File: src/rtl/clkper_pkg.sv
package clkper_pkg;

   // Classification of one completed period measurement
   typedef enum logic [1:0] {
      PER_OK    = 2'd0,
      PER_SHORT = 2'd1,
      PER_LONG  = 2'd2
   } per_cls_e;

endpackage

File: src/rtl/clkper_sync.sv
module clkper_sync #(
   parameter int STAGES    = 2,
   parameter bit RISE_EDGE = 1'b1
) (
   input  logic clk,
   input  logic rst_n,
   input  logic async_in,
   output logic edge_p
);

   if (STAGES < 2) begin : g_bad_stages
      $error("clkper_sync: STAGES must be at least 2");
   end

   logic [STAGES-1:0] chain;
   logic              last;

   always_ff @(posedge clk or negedge rst_n) begin
      if (!rst_n) begin
         chain <= '0;
         last  <= 1'b0;
      end else begin
         chain <= {chain[STAGES-2:0], async_in};
         last  <= chain[STAGES-1];
      end
   end

   if (RISE_EDGE) begin : g_rise
      assign edge_p = chain[STAGES-1] & ~last;
   end else begin : g_fall
      assign edge_p = ~chain[STAGES-1] & last;
   end

endmodule

File: src/rtl/clkper_period.sv
module clkper_period
   import clkper_pkg::*;
#(
   parameter int CNT_W = 16
) (
   input  logic             clk,
   input  logic             rst_n,
   input  logic             rearm,
   input  logic             edge_p,
   input  logic [CNT_W-1:0] min_per,
   input  logic [CNT_W-1:0] max_per,
   output logic             meas_vld,
   output logic [CNT_W-1:0] meas_per,
   output per_cls_e         meas_cls,
   output logic             gap_hit
);

   logic [CNT_W-1:0] cnt;
   logic             have_ref;
   logic             gap_seen;

   assign meas_per = cnt;
   assign meas_vld = edge_p && have_ref && !gap_seen;
   assign gap_hit  = have_ref && !gap_seen && !edge_p && (cnt > max_per);

   always_comb begin
      if (cnt < min_per)      meas_cls = PER_SHORT;
      else if (cnt > max_per) meas_cls = PER_LONG;
      else                    meas_cls = PER_OK;
   end

   always_ff @(posedge clk or negedge rst_n) begin
      if (!rst_n) begin
         cnt      <= '0;
         have_ref <= 1'b0;
         gap_seen <= 1'b0;
      end else if (rearm) begin
         cnt      <= '0;
         have_ref <= 1'b0;
         gap_seen <= 1'b0;
      end else if (edge_p) begin
         cnt      <= CNT_W'(1);
         have_ref <= 1'b1;
         gap_seen <= 1'b0;
      end else begin
         if (cnt != '1) cnt <= cnt + 1'b1;
         if (gap_hit)   gap_seen <= 1'b1;
      end
   end

   // a silent stretch is reported once, not every cycle
   p_gap_once_r3: assert property (@(posedge clk) disable iff (!rst_n)
      gap_hit |=> !gap_hit);

endmodule

File: src/rtl/clkper_qual.sv
module clkper_qual
   import clkper_pkg::*;
#(
   parameter int CNT_W   = 16,
   parameter int AVG_LOG = 2,
   parameter int GOOD_N  = 4
) (
   input  logic             clk,
   input  logic             rst_n,
   input  logic             rearm,
   input  logic             meas_vld,
   input  logic [CNT_W-1:0] meas_per,
   input  per_cls_e         meas_cls,
   input  logic             gap_hit,
   input  logic [CNT_W-1:0] win_lo,
   input  logic [CNT_W-1:0] win_hi,
   output logic             in_win,
   output logic             qualified
);

   localparam int GW    = $clog2(GOOD_N + 1);
   localparam int SUM_W = CNT_W + AVG_LOG;

   if (GOOD_N < 1) begin : g_bad_good
      $error("clkper_qual: GOOD_N must be at least 1");
   end
   if (AVG_LOG < 0 || AVG_LOG > 8) begin : g_bad_avg
      $error("clkper_qual: AVG_LOG out of range");
   end

   logic             bad;
   logic             restart;
   logic             good_meas;
   logic             blk_done;
   logic [CNT_W-1:0] avg;
   logic             avg_ok;
   logic [GW-1:0]    good_cnt;

   assign bad       = gap_hit || (meas_vld && meas_cls != PER_OK);
   assign restart   = rearm || bad;
   assign good_meas = meas_vld && meas_cls == PER_OK;
   assign avg_ok    = (avg >= win_lo) && (avg <= win_hi);

   if (AVG_LOG == 0) begin : g_single
      assign blk_done = 1'b1;
      assign avg      = meas_per;
   end else begin : g_block
      logic [AVG_LOG-1:0] nacc;
      logic [SUM_W-1:0]   acc;
      logic [SUM_W-1:0]   sum_now;

      assign sum_now  = acc + SUM_W'(meas_per);
      assign blk_done = &nacc;
      assign avg      = sum_now[AVG_LOG +: CNT_W];

      always_ff @(posedge clk or negedge rst_n) begin
         if (!rst_n) begin
            nacc <= '0;
            acc  <= '0;
         end else if (restart) begin
            nacc <= '0;
            acc  <= '0;
         end else if (good_meas) begin
            if (blk_done) begin
               nacc <= '0;
               acc  <= '0;
            end else begin
               nacc <= nacc + 1'b1;
               acc  <= sum_now;
            end
         end
      end
   end

   always_ff @(posedge clk or negedge rst_n) begin
      if (!rst_n) begin
         good_cnt <= '0;
         in_win   <= 1'b0;
      end else if (rearm) begin
         good_cnt <= '0;
         in_win   <= 1'b0;
      end else if (bad) begin
         good_cnt <= '0;
      end else if (good_meas && blk_done) begin
         in_win <= avg_ok;
         if (!avg_ok)                      good_cnt <= '0;
         else if (good_cnt != GW'(GOOD_N)) good_cnt <= good_cnt + 1'b1;
      end
   end

   assign qualified = (good_cnt == GW'(GOOD_N));

   // qualification implies the latest block mean sat in the window
   p_qual_in_win_r6: assert property (@(posedge clk) disable iff (!rst_n)
      qualified |-> in_win);

   // a faulty period drops qualification on the next cycle
   p_bad_drops_qual_r6: assert property (@(posedge clk) disable iff (!rst_n)
      (bad && !rearm) |=> !qualified);

endmodule

File: src/rtl/clkper_guard.sv
module clkper_guard
   import clkper_pkg::*;
#(
   parameter int CNT_W       = 16,
   parameter int SYNC_STAGES = 2,
   parameter bit RISE_EDGE   = 1'b1,
   parameter int AVG_LOG     = 2,
   parameter int GOOD_N      = 8,
   parameter int SETTLE_CYC  = 100000
) (
   input  logic             clk,
   input  logic             rst_n,
   input  logic             mon_clk,
   input  logic             rearm,
   input  logic             clr_flags,
   input  logic [CNT_W-1:0] min_per,
   input  logic [CNT_W-1:0] max_per,
   input  logic [CNT_W-1:0] win_lo,
   input  logic [CNT_W-1:0] win_hi,
   output logic             extra_flag,
   output logic             miss_flag,
   output logic             in_win,
   output logic             qualified,
   output logic             timeout
);

   localparam int TMR_W = $clog2(SETTLE_CYC + 1);

   if (SETTLE_CYC < 2) begin : g_bad_settle
      $error("clkper_guard: SETTLE_CYC must be at least 2");
   end
   if (CNT_W < 4) begin : g_bad_cnt
      $error("clkper_guard: CNT_W too small");
   end

   logic             edge_p;
   logic             meas_vld;
   logic [CNT_W-1:0] meas_per;
   per_cls_e         meas_cls;
   logic             gap_hit;
   logic             set_extra;
   logic             set_miss;
   logic [TMR_W-1:0] tmr;
   logic             settled;

   clkper_sync #(.STAGES(SYNC_STAGES), .RISE_EDGE(RISE_EDGE)) u_sync (
      .clk(clk), .rst_n(rst_n), .async_in(mon_clk), .edge_p(edge_p));

   clkper_period #(.CNT_W(CNT_W)) u_period (
      .clk(clk), .rst_n(rst_n), .rearm(rearm), .edge_p(edge_p),
      .min_per(min_per), .max_per(max_per),
      .meas_vld(meas_vld), .meas_per(meas_per), .meas_cls(meas_cls),
      .gap_hit(gap_hit));

   clkper_qual #(.CNT_W(CNT_W), .AVG_LOG(AVG_LOG), .GOOD_N(GOOD_N)) u_qual (
      .clk(clk), .rst_n(rst_n), .rearm(rearm),
      .meas_vld(meas_vld), .meas_per(meas_per), .meas_cls(meas_cls),
      .gap_hit(gap_hit), .win_lo(win_lo), .win_hi(win_hi),
      .in_win(in_win), .qualified(qualified));

   assign set_extra = meas_vld && meas_cls == PER_SHORT;
   assign set_miss  = gap_hit || (meas_vld && meas_cls == PER_LONG);

   always_ff @(posedge clk or negedge rst_n) begin
      if (!rst_n) begin
         extra_flag <= 1'b0;
         miss_flag  <= 1'b0;
      end else begin
         extra_flag <= set_extra || (extra_flag && !clr_flags);
         miss_flag  <= set_miss  || (miss_flag  && !clr_flags);
      end
   end

   always_ff @(posedge clk or negedge rst_n) begin
      if (!rst_n) begin
         tmr     <= '0;
         settled <= 1'b0;
         timeout <= 1'b0;
      end else if (rearm) begin
         tmr     <= '0;
         settled <= 1'b0;
         timeout <= 1'b0;
      end else if (!settled) begin
         if (qualified) begin
            settled <= 1'b1;
         end else if (tmr == TMR_W'(SETTLE_CYC - 1)) begin
            timeout <= 1'b1;
            settled <= 1'b1;
         end else begin
            tmr <= tmr + 1'b1;
         end
      end
   end

   p_short_sets_extra_r2: assert property (@(posedge clk) disable iff (!rst_n)
      (meas_vld && meas_cls == PER_SHORT) |=> extra_flag);

   p_gap_sets_miss_r3: assert property (@(posedge clk) disable iff (!rst_n)
      gap_hit |=> miss_flag);

   p_extra_sticky_r7: assert property (@(posedge clk) disable iff (!rst_n)
      (extra_flag && !clr_flags) |=> extra_flag);

   p_miss_sticky_r7: assert property (@(posedge clk) disable iff (!rst_n)
      (miss_flag && !clr_flags) |=> miss_flag);

   p_timeout_hold_r8: assert property (@(posedge clk) disable iff (!rst_n)
      (timeout && !rearm) |=> timeout);

   p_rearm_clears_r9: assert property (@(posedge clk) disable iff (!rst_n)
      rearm |=> (!timeout && !qualified && !in_win));

endmodule

File: config.mk
export PLATFORM = sky130hd
export DESIGN_NAME = clkper_guard
export DESIGN_NICKNAME = d
export VERILOG_FILES = /design/src/rtl/clkper_pkg.sv /design/src/rtl/clkper_sync.sv /design/src/rtl/clkper_period.sv /design/src/rtl/clkper_qual.sv /design/src/rtl/clkper_guard.sv
export SDC_FILE = /design/constraint.sdc
export NUM_CORES = 1
export LEC_CHECK = 0
export CORE_UTILIZATION = 35
export DETAILED_ROUTE_END_ITERATION = 10
export GPL_ROUTABILITY_DRIVEN = 1
export GPL_TIMING_DRIVEN = 1
export MAX_ROUTING_LAYER = met4
export PLACE_DENSITY = 0.55
export SLEW_MARGIN = 20
export SYNTH_ARGS = -nofsm -noshare
export SYNTH_HDL_FRONTEND = slang
export SYNTH_SLANG_ARGS = --single-unit
File: constraint.sdc
create_clock -name clk -period 4.4 [get_ports clk]
set_input_delay 0.66 -clock clk [delete_from_list [all_inputs] [get_ports clk]]
set_output_delay 0.66 -clock clk [all_outputs]
set_load 0.03 [all_outputs]
==> flow_summary.json, run 1 <==
{
  "pre_cts_slack_ps": 85.79,
  "grt_max_degree": 36,
  "worst_clock_skew_ps": 7.691,
  "r2r-start": "u_period.meas_per[1]",
  "synth-edff-count": 0,
  "hold_viol": 0,
  "clkLatencyLatePin_ps": 330,
  "grt_pass1_wl_mm": 23.69,
  "hold_depth": 0,
  "synth_top_area_cell": "dfrtp_1",
  "switching_share": 0.2259,
  "cts_sinks": 67,
  "post-route-period-util": 0.9609,
  "seq_area_frac_synth": 0.3025,
  "io_pins": 74,
  "htree_num_levels": 3,
  "num_rows": 45,
  "synthTopCellsByArea": "dfrtp_1 30%, ha_1 19%, inv_1 5.6%, xnor2_1 4.3%, nor2_1 3.6%",
  "pwr_density_cell_nw_per_um2": 234.6,
  "ir_drop_mv": 0.1962,
  "vias": 4791,
  "nets": 867,
  "die_width_microns": 127.8,
  "rr_endpoint": "u_qual.good_cnt[2]",
  "start_kind": "register",
  "initial_utilization": 0.3619,
  "clockBufferDepth": 2,
  "port_buffers": 73,
  "ys_types": 73,
  "yosys_register_bits": 67,
  "tightest_slew_ps": 871.9,
  "clockPowerShare": 0.510,
  "antenna_left": 0,
  "critPathCaptureType": "register",
  "fin_crit_ps": 4228,
  "tritoncts": "built",
  "fmax_mhz": 236.5,
  "route.met3.wl_microns": 463,
  "setup_viol": 0,
  "vias_per_cell": 5.157,
  "crit_type": "register to register",
  "dp_hpwl_mm": 10.94,
  "async_flop_share": 1.000,
  "routed_wl_mm": 13.92,
  "n_antenna_cell": 0,
  "yosysWarnings": 0,
  "avgSynthCellArea_sq_um": 8.911,
  "synth_top_area_frac": 0.3025,
  "critical_path_arrival_ps": 4410,
  "power_frac_comb": 0.107,
  "power_frac_seq": 0.384,
  "synthCells": 622,
  "drt-initial-drc-count": 203,
  "drc": 0,
  "synthToLayoutAreaGrowth_pct": 25.94,
  "fp.dieH_microns": 127.8,
  "p_total_mw": 1.638,
  "p_sw_mw": 0.3699,
  "min-delay-path-class": "register to register",
  "root_buffer": "clkbuf_16",
  "avgRoutedWirePerCell_microns": 14.99,
  "cts_made_buffers": 9,
  "routed.top_layer": "met4",
  "hold_buffers": 0,
  "die_area_sq_um": 16340,
  "antenna_found_initial": 0,
  "cp_max_fo": 6,
  "worst_slack_ps": 172.0,
  "slew_viol_final": 0,
  "track_usage": 0.1876,
  "ys.flop_type": "dfrtp_1",
  "r2r_cells": 15,
  "synth_nets": 776,
  "gp_congestion": 0.8243,
  "max_cap_violations": 0,
  "netlist_area_sq_um": 5543,
  "dr_wl_met2_mm": 6.202,
  "reg2reg_setup_slack_ps": 170,
  "required_ps": 4590,
  "p_int_mw": 1.268,
  "p_leak_nw": 3.325,
  "dr.pass1.iters": 4,
  "cts.clk_slew.worst_paths_ps": 60,
  "post_route_cells_drive_above_1_share": 0.1003,
  "relSlewSlack": 0.4187,
  "min_to": "u_sync.chain[1]",
  "met1Wirelength_mm": 7.023,
  "outcome": "finished, final reports clean",
  "grt_pass1_vias": 4861,
  "coreArea_sq_um": 15310,
  "min_from": "u_sync.chain[0]",
  "overflow": 0,
  "fillers": 1505
}
==> per-layer routing <==
layer	vias up	GRT usage
met5	-	-
met1	2255	0.2562
met4	0	0.06159
met3	14	0.02546
li1	2424	-
met2	98	0.2861
==> flip-flops by register name, indices dropped and copies added (netlist names), 2 cells and up <==
signal and flops:
u_qual.g_block.acc 18, u_period.meas_per 16, u_qual.g_block.nacc 2, u_qual.good_cnt 4, tmr 17, u_sync.chain 2
==> critical path: stages, from the launching register on <==
cell and delay [ps]:
dfrtp_2 450, ha_1 300, a21o_2 240, a2111oi_4 460, a21oi_2 140, a21oi_2 190, nor2b_1 70, o41a_1 360
ha_1 310, a21o_1 180, a21o_1 170, a21oi_1 150, o21ai_1 80, o221a_2 310, a2111oi_0 540, o32ai_2 140
==> what timing repair did <==
action | CTS | global route
endpoints found under the setup margin | 0 | 3
buffers inserted | 0 | 2
resized for setup | 0 | 6
hold endpoints to repair | 0 | 0
==> synth_stat cells (11+ instances only) <==
cell type,number
a21oi_1,38
a22o_1,15
dfrtp_1,67
ha_1,84
inv_1,83
nand2_1,27
nand3_1,23
nand4_1,18
nor2_1,53
nor3_1,14
o21ai_0,19
xnor2_1,27
xor2_1,11
==> kinds of logic (layout without fill, tap and decap cells) <==
kind of cell,after synthesis,in the layout,synth area share
adders and majority gates,85,85,0.1932
AOI/OAI and AO/OA,145,145,0.1856
buffers and inverters,95,191,0.06704
muxes,2,2,0.003612
and+or+nand+nor,190,190,0.1880
xor gates and xnor gates,38,38,0.06005
DFF,67,67,0.3025
==> layout by cell type (no fill, tap or decap), types with 3 or more instances in the layout <==
| cell type | synthesis | final |
|---|---|---|
| a21o_1 | 6 | 6 |
| o21ai_1 | 10 | 10 |
| nor4_2 | 4 | 5 |
| ha_1 | 84 | 84 |
| o22ai_1 | 3 | 3 |
| nor3_1 | 14 | 14 |
| clkbuf_16 | 0 | 9 |
| buf_4 | 0 | 18 |
| xnor2_1 | 27 | 26 |
| a21oi_2 | 4 | 4 |
| o21a_1 | 5 | 5 |
| or3_1 | 6 | 6 |
| nor2_1 | 53 | 53 |
| clkdlybuf4s50_1 | 0 | 72 |
| a22o_1 | 15 | 15 |
| o2bb2ai_1 | 3 | 3 |
| a21oi_1 | 38 | 38 |
| nand2b_1 | 6 | 6 |
| or4_1 | 5 | 5 |
| o21ai_0 | 19 | 19 |
| and4_1 | 3 | 3 |
| bufinv_16 | 0 | 3 |
| nand3_1 | 23 | 23 |
| nor2b_1 | 8 | 8 |
| nand2_1 | 27 | 27 |
| inv_1 | 83 | 83 |
| nand4_1 | 18 | 18 |
| xor2_1 | 11 | 11 |
| o31ai_1 | 3 | 3 |
| dfrtp_1 | 67 | 66 |
| a211oi_1 | 9 | 9 |
==> metrics by stage <==
| stage | instance area [sq um] | hold WS (ps) | utilization | TNS [ps] | cells |
|---|---|---|---|---|---|
| floorplan | 5543 | 331.2 | - | 0 | 622 |
| global placement | 6596 | 344.5 | 0.4307 | 0 | 911 |
| detailed placement | 6596 | 337.2 | 0.4307 | 0 | 911 |
| CTS | 6937 | 360.1 | 0.4529 | 0 | 927 |
| global route | 6980 | 372.9 | 0.4558 | -1.351 | 929 |
| finish | 6980 | 353.8 | 0.4558 | 0 | 929 |
==> how the worst max path moves through the flow <==
stage / startpoint / slack (ps) / end / cells after the start
2_1_floorplan: u_period.meas_per[3] / 400 / u_qual.good_cnt[0] / 15
3_3_place_gp: u_period.meas_per[1] / 240 / u_qual.good_cnt[0] / 15
3_5_place_dp: u_period.meas_per[3] / 90 / u_qual.good_cnt[0] / 15
4_1_cts: u_period.meas_per[1] / 70 / u_qual.good_cnt[0] / 15
5_1_grt: u_period.meas_per[1] / -1 / u_qual.good_cnt[2] / 15
6_report: u_period.meas_per[1] / 170 / u_qual.good_cnt[2] / 15
==> power groups by stage <==
stage / registers, mW / logic, mW / clock network (mW)
floorplan: 0.640 / 0.0723 / 0
global placement: 0.639 / 0.174 / 0
detailed placement: 0.640 / 0.176 / 0
CTS: 0.629 / 0.177 / 0.843
global route: 0.629 / 0.198 / 0.867
finish: 0.629 / 0.174 / 0.835
==> final cells by class <==
cell class / instances / area, sq um / area share
Multi-Input combinational cell: 460 / 3522 / 0.5046
Sequential cell: 67 / 1678 / 0.2404
Timing Repair Buffer: 91 / 860.8 / 0.1233
Inverter: 84 / 315.3 / 0.04517
Tap cell: 211 / 264.0 / 0.03782
Clock buffer: 10 / 229.0 / 0.03280
Clock inverter: 6 / 111.4 / 0.01595
(Power assumes the default switching activity.)
==> run 2, diff against run 1 <==
==> constraint.sdc (replaced) <==
create_clock -name clk -period 4.4 [get_ports clk]
set_input_delay 0.66 -clock clk [delete_from_list [all_inputs] [get_ports clk]]
set_output_delay 0.66 -clock clk [all_outputs]
set_load 0.1 [all_outputs]
==> results of run 2 <==
Same layout as run 1 (identical final DEF). Status: finished, final reports clean.
Main changes from that run: total power 1.638 mW -> 1.641 mW
